--- config.mk ---
export PLATFORM = sky130hd
export DESIGN_NAME = mdio_master
export DESIGN_NICKNAME = d
export VERILOG_FILES = /design/src/rtl/mdio_pkg.sv /design/src/rtl/mdio_clkgen.sv /design/src/rtl/mdio_frame_engine.sv /design/src/rtl/mdio_regbank.sv /design/src/rtl/mdio_master.sv
export SDC_FILE = /design/constraint.sdc
export NUM_CORES = 1
export LEC_CHECK = 0
export BUFFER_PORTS_ARGS = -buffer_cell sky130_fd_sc_hd__buf_2
export CORE_MARGIN = 2
export CORE_UTILIZATION = 25
export DETAILED_ROUTE_END_ITERATION = 8
export PLACE_DENSITY = 0.38
export SLEW_MARGIN = 10
export SYNTH_ARGS = -nofsm -noshare
export SYNTH_HDL_FRONTEND = slang
export SYNTH_HIERARCHICAL = 1
export SYNTH_SLANG_ARGS = --single-unit
--- constraint.sdc ---
create_clock -name clk -period 7.7 [get_ports clk]
set_clock_uncertainty 0.15 [all_clocks]
set_input_delay 1.54 -clock clk [delete_from_list [all_inputs] [get_ports clk]]
set_output_delay 1.54 -clock clk [all_outputs]
set_load 0.005 [all_outputs]
--- src/rtl/mdio_pkg.sv ---
package mdio_pkg;

    typedef enum logic [2:0] {
        ST_IDLE,
        ST_PREAMBLE,
        ST_HEADER,
        ST_TURN,
        ST_DATA,
        ST_FINISH
    } mdio_state_e;

    localparam int PRE_BITS  = 32;
    localparam int HDR_BITS  = 14;
    localparam int TA_BITS   = 2;
    localparam int DATA_BITS = 16;
    localparam int BUS_W     = 32;

    localparam int OFS_CMD   = 'h00;
    localparam int OFS_ADDR  = 'h04;
    localparam int OFS_WDATA = 'h08;
    localparam int OFS_RDATA = 'h0C;
    localparam int OFS_STAT  = 'h10;

    localparam int START_BIT = 14;
    localparam int ERR_BIT   = 1;

    localparam logic [1:0] OP_READ = 2'b10;

endpackage

--- src/rtl/mdio_clkgen.sv ---
module mdio_clkgen #(
    parameter int DIV_HALF = 10
) (
    input  logic clk,
    input  logic rst_n,
    input  logic en,
    output logic mdc,
    output logic rise_tick,
    output logic fall_tick
);

    localparam int CW = (DIV_HALF > 1) ? $clog2(DIV_HALF) : 1;
    localparam logic [CW-1:0] LAST = CW'(DIV_HALF - 1);

    logic [CW-1:0] cnt;
    logic          wrap;

    assign wrap      = en && (cnt == LAST);
    assign rise_tick = wrap && !mdc;
    assign fall_tick = wrap && mdc;

    always_ff @(posedge clk) begin
        if (!rst_n) begin
            cnt <= '0;
            mdc <= 1'b0;
        end else if (!en) begin
            cnt <= '0;
            mdc <= 1'b0;
        end else if (wrap) begin
            cnt <= '0;
            mdc <= !mdc;
        end else begin
            cnt <= cnt + CW'(1);
        end
    end

    // the clock parks low once the sequencer is idle
    p_idle_low_r9: assert property (@(posedge clk) disable iff (!rst_n)
        !en |=> !mdc);

endmodule

--- src/rtl/mdio_frame_engine.sv ---
module mdio_frame_engine
    import mdio_pkg::*;
(
    input  logic                 clk,
    input  logic                 rst_n,
    input  logic                 launch,
    input  logic [HDR_BITS-1:0]  hdr_in,
    input  logic [DATA_BITS-1:0] wdata_in,
    input  logic                 rise_tick,
    input  logic                 fall_tick,
    input  logic                 mdc,
    input  logic                 mdio_i,
    output logic                 busy,
    output logic                 done,
    output logic                 done_read,
    output logic                 ta_bad,
    output logic [DATA_BITS-1:0] rd_val,
    output logic                 mdio_o,
    output logic                 mdio_oe
);

    localparam int CW = $clog2(PRE_BITS);

    mdio_state_e          state, state_n;
    logic [CW-1:0]        cnt, cnt_n;
    logic [HDR_BITS-1:0]  hdr_sr;
    logic [DATA_BITS-1:0] wd_sr;
    logic [DATA_BITS-1:0] rd_sr;
    logic                 is_read;
    logic                 ta_seen;

    // next-state selection
    always_comb begin
        state_n = state;
        cnt_n   = cnt;
        unique case (state)
            ST_IDLE: begin
                if (launch) begin
                    state_n = ST_PREAMBLE;
                    cnt_n   = '0;
                end
            end
            ST_PREAMBLE: begin
                if (fall_tick) begin
                    if (cnt == CW'(PRE_BITS - 1)) begin
                        state_n = ST_HEADER;
                        cnt_n   = '0;
                    end else begin
                        cnt_n = cnt + CW'(1);
                    end
                end
            end
            ST_HEADER: begin
                if (fall_tick) begin
                    if (cnt == CW'(HDR_BITS - 1)) begin
                        state_n = ST_TURN;
                        cnt_n   = '0;
                    end else begin
                        cnt_n = cnt + CW'(1);
                    end
                end
            end
            ST_TURN: begin
                if (fall_tick) begin
                    if (cnt == CW'(TA_BITS - 1)) begin
                        state_n = ST_DATA;
                        cnt_n   = '0;
                    end else begin
                        cnt_n = cnt + CW'(1);
                    end
                end
            end
            ST_DATA: begin
                if (fall_tick) begin
                    if (cnt == CW'(DATA_BITS - 1)) begin
                        state_n = ST_FINISH;
                        cnt_n   = '0;
                    end else begin
                        cnt_n = cnt + CW'(1);
                    end
                end
            end
            ST_FINISH: begin
                state_n = ST_IDLE;
            end
            default: state_n = ST_IDLE;
        endcase
    end

    // state register
    always_ff @(posedge clk) begin
        if (!rst_n) begin
            state <= ST_IDLE;
            cnt   <= '0;
        end else begin
            state <= state_n;
            cnt   <= cnt_n;
        end
    end

    // shift registers and samplers
    always_ff @(posedge clk) begin
        if (!rst_n) begin
            hdr_sr  <= '0;
            wd_sr   <= '0;
            rd_sr   <= '0;
            is_read <= 1'b0;
            ta_seen <= 1'b0;
        end else begin
            if (state == ST_IDLE && launch) begin
                hdr_sr  <= hdr_in;
                wd_sr   <= wdata_in;
                rd_sr   <= '0;
                is_read <= (hdr_in[11:10] == OP_READ);
                ta_seen <= 1'b0;
            end
            if (fall_tick && state == ST_HEADER)
                hdr_sr <= {hdr_sr[HDR_BITS-2:0], 1'b0};
            if (fall_tick && state == ST_DATA)
                wd_sr <= {wd_sr[DATA_BITS-2:0], 1'b0};
            if (rise_tick && state == ST_TURN && cnt == CW'(TA_BITS - 1))
                ta_seen <= mdio_i;
            if (rise_tick && state == ST_DATA)
                rd_sr <= {rd_sr[DATA_BITS-2:0], mdio_i};
        end
    end

    // outputs
    always_comb begin
        mdio_o  = 1'b0;
        mdio_oe = 1'b0;
        unique case (state)
            ST_PREAMBLE: begin
                mdio_o  = 1'b1;
                mdio_oe = 1'b1;
            end
            ST_HEADER: begin
                mdio_o  = hdr_sr[HDR_BITS-1];
                mdio_oe = 1'b1;
            end
            ST_TURN: begin
                mdio_o  = (cnt == '0);
                mdio_oe = !is_read;
            end
            ST_DATA: begin
                mdio_o  = wd_sr[DATA_BITS-1];
                mdio_oe = !is_read;
            end
            default: begin
                mdio_o  = 1'b0;
                mdio_oe = 1'b0;
            end
        endcase
    end

    assign busy      = (state != ST_IDLE);
    assign done      = (state == ST_FINISH);
    assign done_read = is_read;
    assign ta_bad    = ta_seen;
    assign rd_val    = rd_sr;

    // the line drive holds still while MDC stays high
    p_stable_high_r8: assert property (@(posedge clk) disable iff (!rst_n)
        (mdc && $past(mdc)) |-> ($stable(mdio_o) && $stable(mdio_oe)));

    // a frame closes with MDC low
    p_finish_low_r8: assert property (@(posedge clk) disable iff (!rst_n)
        done |-> !mdc);

    // an accepted launch makes the engine busy on the next cycle
    p_busy_after_launch_r3: assert property (@(posedge clk) disable iff (!rst_n)
        (launch && !busy) |=> busy);

endmodule

--- src/rtl/mdio_regbank.sv ---
module mdio_regbank
    import mdio_pkg::*;
#(
    parameter int ADDR_W = 5
) (
    input  logic                 clk,
    input  logic                 rst_n,
    input  logic                 bus_we,
    input  logic [ADDR_W-1:0]    bus_addr,
    input  logic [BUS_W-1:0]     bus_wdata,
    output logic [BUS_W-1:0]     bus_rdata,
    input  logic                 busy,
    input  logic                 done,
    input  logic                 done_read,
    input  logic                 ta_bad,
    input  logic [DATA_BITS-1:0] rd_val,
    output logic                 launch,
    output logic [HDR_BITS-1:0]  hdr_out,
    output logic [DATA_BITS-1:0] wdata_out
);

    logic [HDR_BITS-1:0]  cmd_q;
    logic [BUS_W-1:0]     addr_q;
    logic [BUS_W-1:0]     wdat_q;
    logic [DATA_BITS-1:0] rdat_q;
    logic                 err_q;
    logic                 wr_cmd;

    assign wr_cmd    = bus_we && (bus_addr == ADDR_W'(OFS_CMD));
    assign launch    = wr_cmd && bus_wdata[START_BIT] && !busy;
    assign hdr_out   = bus_wdata[HDR_BITS-1:0];
    assign wdata_out = wdat_q[DATA_BITS-1:0];

    always_ff @(posedge clk) begin
        if (!rst_n) begin
            cmd_q  <= '0;
            addr_q <= '0;
            wdat_q <= '0;
            rdat_q <= '0;
            err_q  <= 1'b0;
        end else begin
            if (wr_cmd && !busy)
                cmd_q <= bus_wdata[HDR_BITS-1:0];
            if (bus_we && bus_addr == ADDR_W'(OFS_ADDR))
                addr_q <= bus_wdata;
            if (bus_we && bus_addr == ADDR_W'(OFS_WDATA))
                wdat_q <= bus_wdata;
            if (done && done_read) begin
                rdat_q <= rd_val;
                err_q  <= ta_bad;
            end
        end
    end

    always_comb begin
        bus_rdata = '0;
        if (bus_addr == ADDR_W'(OFS_CMD))
            bus_rdata = {{(BUS_W-START_BIT-1){1'b0}}, busy, cmd_q};
        else if (bus_addr == ADDR_W'(OFS_ADDR))
            bus_rdata = addr_q;
        else if (bus_addr == ADDR_W'(OFS_WDATA))
            bus_rdata = wdat_q;
        else if (bus_addr == ADDR_W'(OFS_RDATA))
            bus_rdata = {{(BUS_W-DATA_BITS){1'b0}}, rdat_q};
        else if (bus_addr == ADDR_W'(OFS_STAT))
            bus_rdata = {{(BUS_W-ERR_BIT-1){1'b0}}, err_q, 1'b0};
    end

    // a command write during a frame leaves the stored command alone
    p_cmd_hold_r4: assert property (@(posedge clk) disable iff (!rst_n)
        (wr_cmd && busy) |=> $stable(cmd_q));

    // the error flag only moves when a read frame finishes
    p_err_update_r7: assert property (@(posedge clk) disable iff (!rst_n)
        (err_q != $past(err_q)) |-> $past(done && done_read));

endmodule

--- src/rtl/mdio_master.sv ---
module mdio_master
    import mdio_pkg::*;
#(
    parameter int ADDR_W   = 5,
    parameter int DIV_HALF = 10
) (
    input  logic              clk,
    input  logic              rst_n,
    input  logic              bus_we,
    input  logic [ADDR_W-1:0] bus_addr,
    input  logic [31:0]       bus_wdata,
    output logic [31:0]       bus_rdata,
    output logic              mdc,
    output logic              mdio_o,
    output logic              mdio_oe,
    input  logic              mdio_i
);

    logic                 busy, done, done_read, ta_bad, launch;
    logic                 rise_tick, fall_tick;
    logic [DATA_BITS-1:0] rd_val, wdata16;
    logic [HDR_BITS-1:0]  hdr;

    mdio_regbank #(.ADDR_W(ADDR_W)) u_regs (
        .clk       (clk),
        .rst_n     (rst_n),
        .bus_we    (bus_we),
        .bus_addr  (bus_addr),
        .bus_wdata (bus_wdata),
        .bus_rdata (bus_rdata),
        .busy      (busy),
        .done      (done),
        .done_read (done_read),
        .ta_bad    (ta_bad),
        .rd_val    (rd_val),
        .launch    (launch),
        .hdr_out   (hdr),
        .wdata_out (wdata16)
    );

    mdio_clkgen #(.DIV_HALF(DIV_HALF)) u_clk (
        .clk       (clk),
        .rst_n     (rst_n),
        .en        (busy),
        .mdc       (mdc),
        .rise_tick (rise_tick),
        .fall_tick (fall_tick)
    );

    mdio_frame_engine u_eng (
        .clk       (clk),
        .rst_n     (rst_n),
        .launch    (launch),
        .hdr_in    (hdr),
        .wdata_in  (wdata16),
        .rise_tick (rise_tick),
        .fall_tick (fall_tick),
        .mdc       (mdc),
        .mdio_i    (mdio_i),
        .busy      (busy),
        .done      (done),
        .done_read (done_read),
        .ta_bad    (ta_bad),
        .rd_val    (rd_val),
        .mdio_o    (mdio_o),
        .mdio_oe   (mdio_oe)
    );

endmodule

==> flow_metrics.env <==
export IMPL_status="complete, no violations"
export IMPL_ir_worst_vdd_mv=0.101
export IMPL_dr_pass1_iters=6
export IMPL_start_util=0.253
export IMPL_synth_area_top_cells="dfxtp_1 43%, nand2_1 11%, a21boi_0 7.6%, nor2_1 4.0%, buf_4 3.2%"
export IMPL_reg2reg_from="u_eng/state[0]$_SDFFE_PN0P_"
export IMPL_htreeDepth=4
export IMPL_crit_path_end_kind="primary output"
export IMPL_wl_um=21500
export IMPL_hold_start="u_eng/wd_sr[0]$_SDFFE_PP0P_"
export IMPL_die_area_um2=30300
export IMPL_gr_usage_met2=0.226
export IMPL_vias=5962
export IMPL_antenna_found_initial=0
export IMPL_setup_violations_final=0
export IMPL_relSlewSlack=0.338
export IMPL_wl_per_cell_um=16.8
export IMPL_stdcell_area_um2=8210
export IMPL_arrival_ns=3.56
export IMPL_grt_pass1_vias=5856
export IMPL_antenna_left=0
export IMPL_yosysTopAreaCell="dfxtp_1"
export IMPL_synth_cell_types=74
export IMPL_synth_seq_cells=156
export IMPL_rows=62
export IMPL_drive_gt1_frac=0.153
export IMPL_yosysTopAreaCellShare=0.432
export IMPL_postPlaceCellArea_um2=7630
export IMPL_cts_setup_buffers=0
export IMPL_syn_instance_count=876
export IMPL_timing_fmax_mhz=190
export IMPL_layout_common_cells="213 x nand2_1, 156 x dfxtp_1, 76 x nor2_1"
export IMPL_multiInputGateArea_um2=3530
export IMPL_path_clk_slew_ns=0.06
export IMPL_drc_errors=0
export IMPL_syn_to_final_growth_pct=13.6
export IMPL_synth_top_family_by_area="simple AND/OR/NAND/NOR gates"
export IMPL_crit_required_ns=6.01
export IMPL_crit_fanout=19
export IMPL_drt_iter0_markers=364
export IMPL_reg2reg_slack_ns=4.18
export IMPL_syn_area_um2=7230
export IMPL_hold_buffers=0
export IMPL_gp_congestion=0.731
export IMPL_fin_tns_setup_ns=0
export IMPL_total_power_mw=1.74
export IMPL_mostFrequentLayoutCell="nand2_1"
export IMPL_synth_compound_area_frac=0.225
export IMPL_worstHoldPathType="reg2reg"
export IMPL_die_y_um=174
export IMPL_p_per_area_nw_per_um2=211
export IMPL_port_buffers=75
export IMPL_viasPerCell=4.66
export IMPL_synth_fa_ha_area_frac=0.0104
export IMPL_fill_cells=3187
export IMPL_grt_pass1_wl_um=34200
export IMPL_synthSimpleGateAreaFrac=0.230
export IMPL_synth_edf_count=0
export IMPL_muxShareOfSynthArea=0.0168
export IMPL_dp_cells=1251
export IMPL_regArea_um2=3120
export IMPL_top_usage_layer="met2"
export IMPL_cts_sinks=156
export IMPL_ys_async_sr_fraction=0
export IMPL_crit_path_start_kind="primary input"
export IMPL_setup_worst_path_start="bus_addr[1]"
export IMPL_fp_dieW_um=174
export IMPL_grt_met1_usage=0.202
export IMPL_met3_usage=0.0271
export IMPL_instances_no_fill=1280
export IMPL_layout_min_cycle_time_ns=5.25
export IMPL_synth_nets=923
export IMPL_final_nets=933
export IMPL_antenna_cells=0
export IMPL_grt_max_degree=102
export IMPL_post_route_period_util=0.682
export IMPL_io_pins=76
export IMPL_hold_viol=0
export IMPL_cts_path_max_buffers=2
export IMPL_slew_violations=0
export IMPL_cts_buffers=17
export IMPL_cts_resized=0
export IMPL_rsz0062_at_grt="false"
export IMPL_power_leakage_nw=2.90
export IMPL_yosys_warnings=6
export IMPL_cts_root_buf="clkbuf_16"
export IMPL_core_area_um2=28500
export IMPL_synthFlopType="dfxtp_1"
export IMPL_hpwlAfterDp_um=14600
export IMPL_whs_ns=0.307
export IMPL_synth_xor_area_share=0.00485
export IMPL_gr_total_overflow=0
export IMPL_grt_usage=0.145
export IMPL_clk_latency_ns=0.43
export IMPL_yosysSeqAreaShare=0.432
export IMPL_postSynthAreaPerCell_um2=8.25
export IMPL_drv_cap=0
export IMPL_cts_tree="done"
export IMPL_tightest_slew_ns=0.992
export IMPL_criticalPathCategory="in2out"
-- path summary, 6_finish.rpt --
path	end	cells after the start
worst max register to register	u_eng/wd_sr[9]$_SDFFE_PN0P_	9
worst max-delay path	bus_rdata[11]	7
worst min register to register	u_eng/wd_sr[0]$_SDFFE_PP0P_	2
worst min-delay path	u_eng/wd_sr[0]$_SDFFE_PP0P_	2
-- final cells by class --
| type | instances | share of cell area |
|---|---|---|
| Timing Repair Buffer | 85 | 0.0551 |
| Inverter | 11 | 0.00503 |
| Multi-Input combinational cell | 615 | 0.430 |
| Tap cell | 384 | 0.0585 |
| Sequential cell | 156 | 0.380 |
| Clock buffer | 18 | 0.0535 |
| Clock inverter | 11 | 0.0177 |
-- critical path, cell delays in order --
cell and delay (ns):
buf_2 0.14, or4_4 0.58, nor2_2 0.49, buf_4 0.38, a22oi_1 0.13, a21oi_1 0.17, buf_2 0.13
-- power breakdown --
part           internal, mW  total, mW  switching (mW)
Clock                 0.513      0.857           0.345
Combinational        0.0221     0.0647          0.0426
Sequential            0.810      0.813         0.00260
-- Yosys cell counts, drive strengths merged (9+ instances only) --
master / number
a21boi: 81
buf: 52
a22o: 17
a22oi: 26
nor3: 10
inv: 10
mux2i: 11
nand3: 28
nor2: 79
a21oi: 20
o221ai: 9
a211oi: 11
o21ai: 27
clkbuf: 42
nand2: 214
dfxtp: 156
-- per-stage QoR --
stage	setup slack, ns	util
2_1_floorplan	3.26	-
3_3_place_gp	2.43	0.267
3_5_place_dp	2.41	0.267
4_1_cts	2.41	0.288
5_1_grt	2.32	0.288
6_report	2.45	0.288
-- cells by family after synthesis --
| family | after synthesis |
|---|---|
| AND/OR/NAND/NOR | 372 |
| XOR/XNOR | 4 |
| adder cells (fa/ha/maj) | 6 |
| multiplexers | 12 |
| flip-flops | 156 |
| buffers and inverters | 105 |
| AO/OA/AOI/OAI | 221 |
-- routing by layer --
layer	vias up	part of all wire	routed length [um]
li1	3008	-	-
met1	2848	0.51	10900
met2	88	0.45	9650
met3	18	0.030	650
met4	0	0.013	275
met5	-	0	0
-- registers in the layout, indices dropped and copies added, names as in the netlist, 3 cells and up --
register,count
u_eng/rd_val,16
u_regs/rdat_q,16
u_eng/wd_sr,16
u_eng/cnt,5
u_regs/wdat_q,32
u_clk/cnt,4
u_eng/state,3
u_regs/cmd_q,14
u_eng/hdr_sr,14
u_regs/addr_q,32
Power figures use the tool's default switching activity.
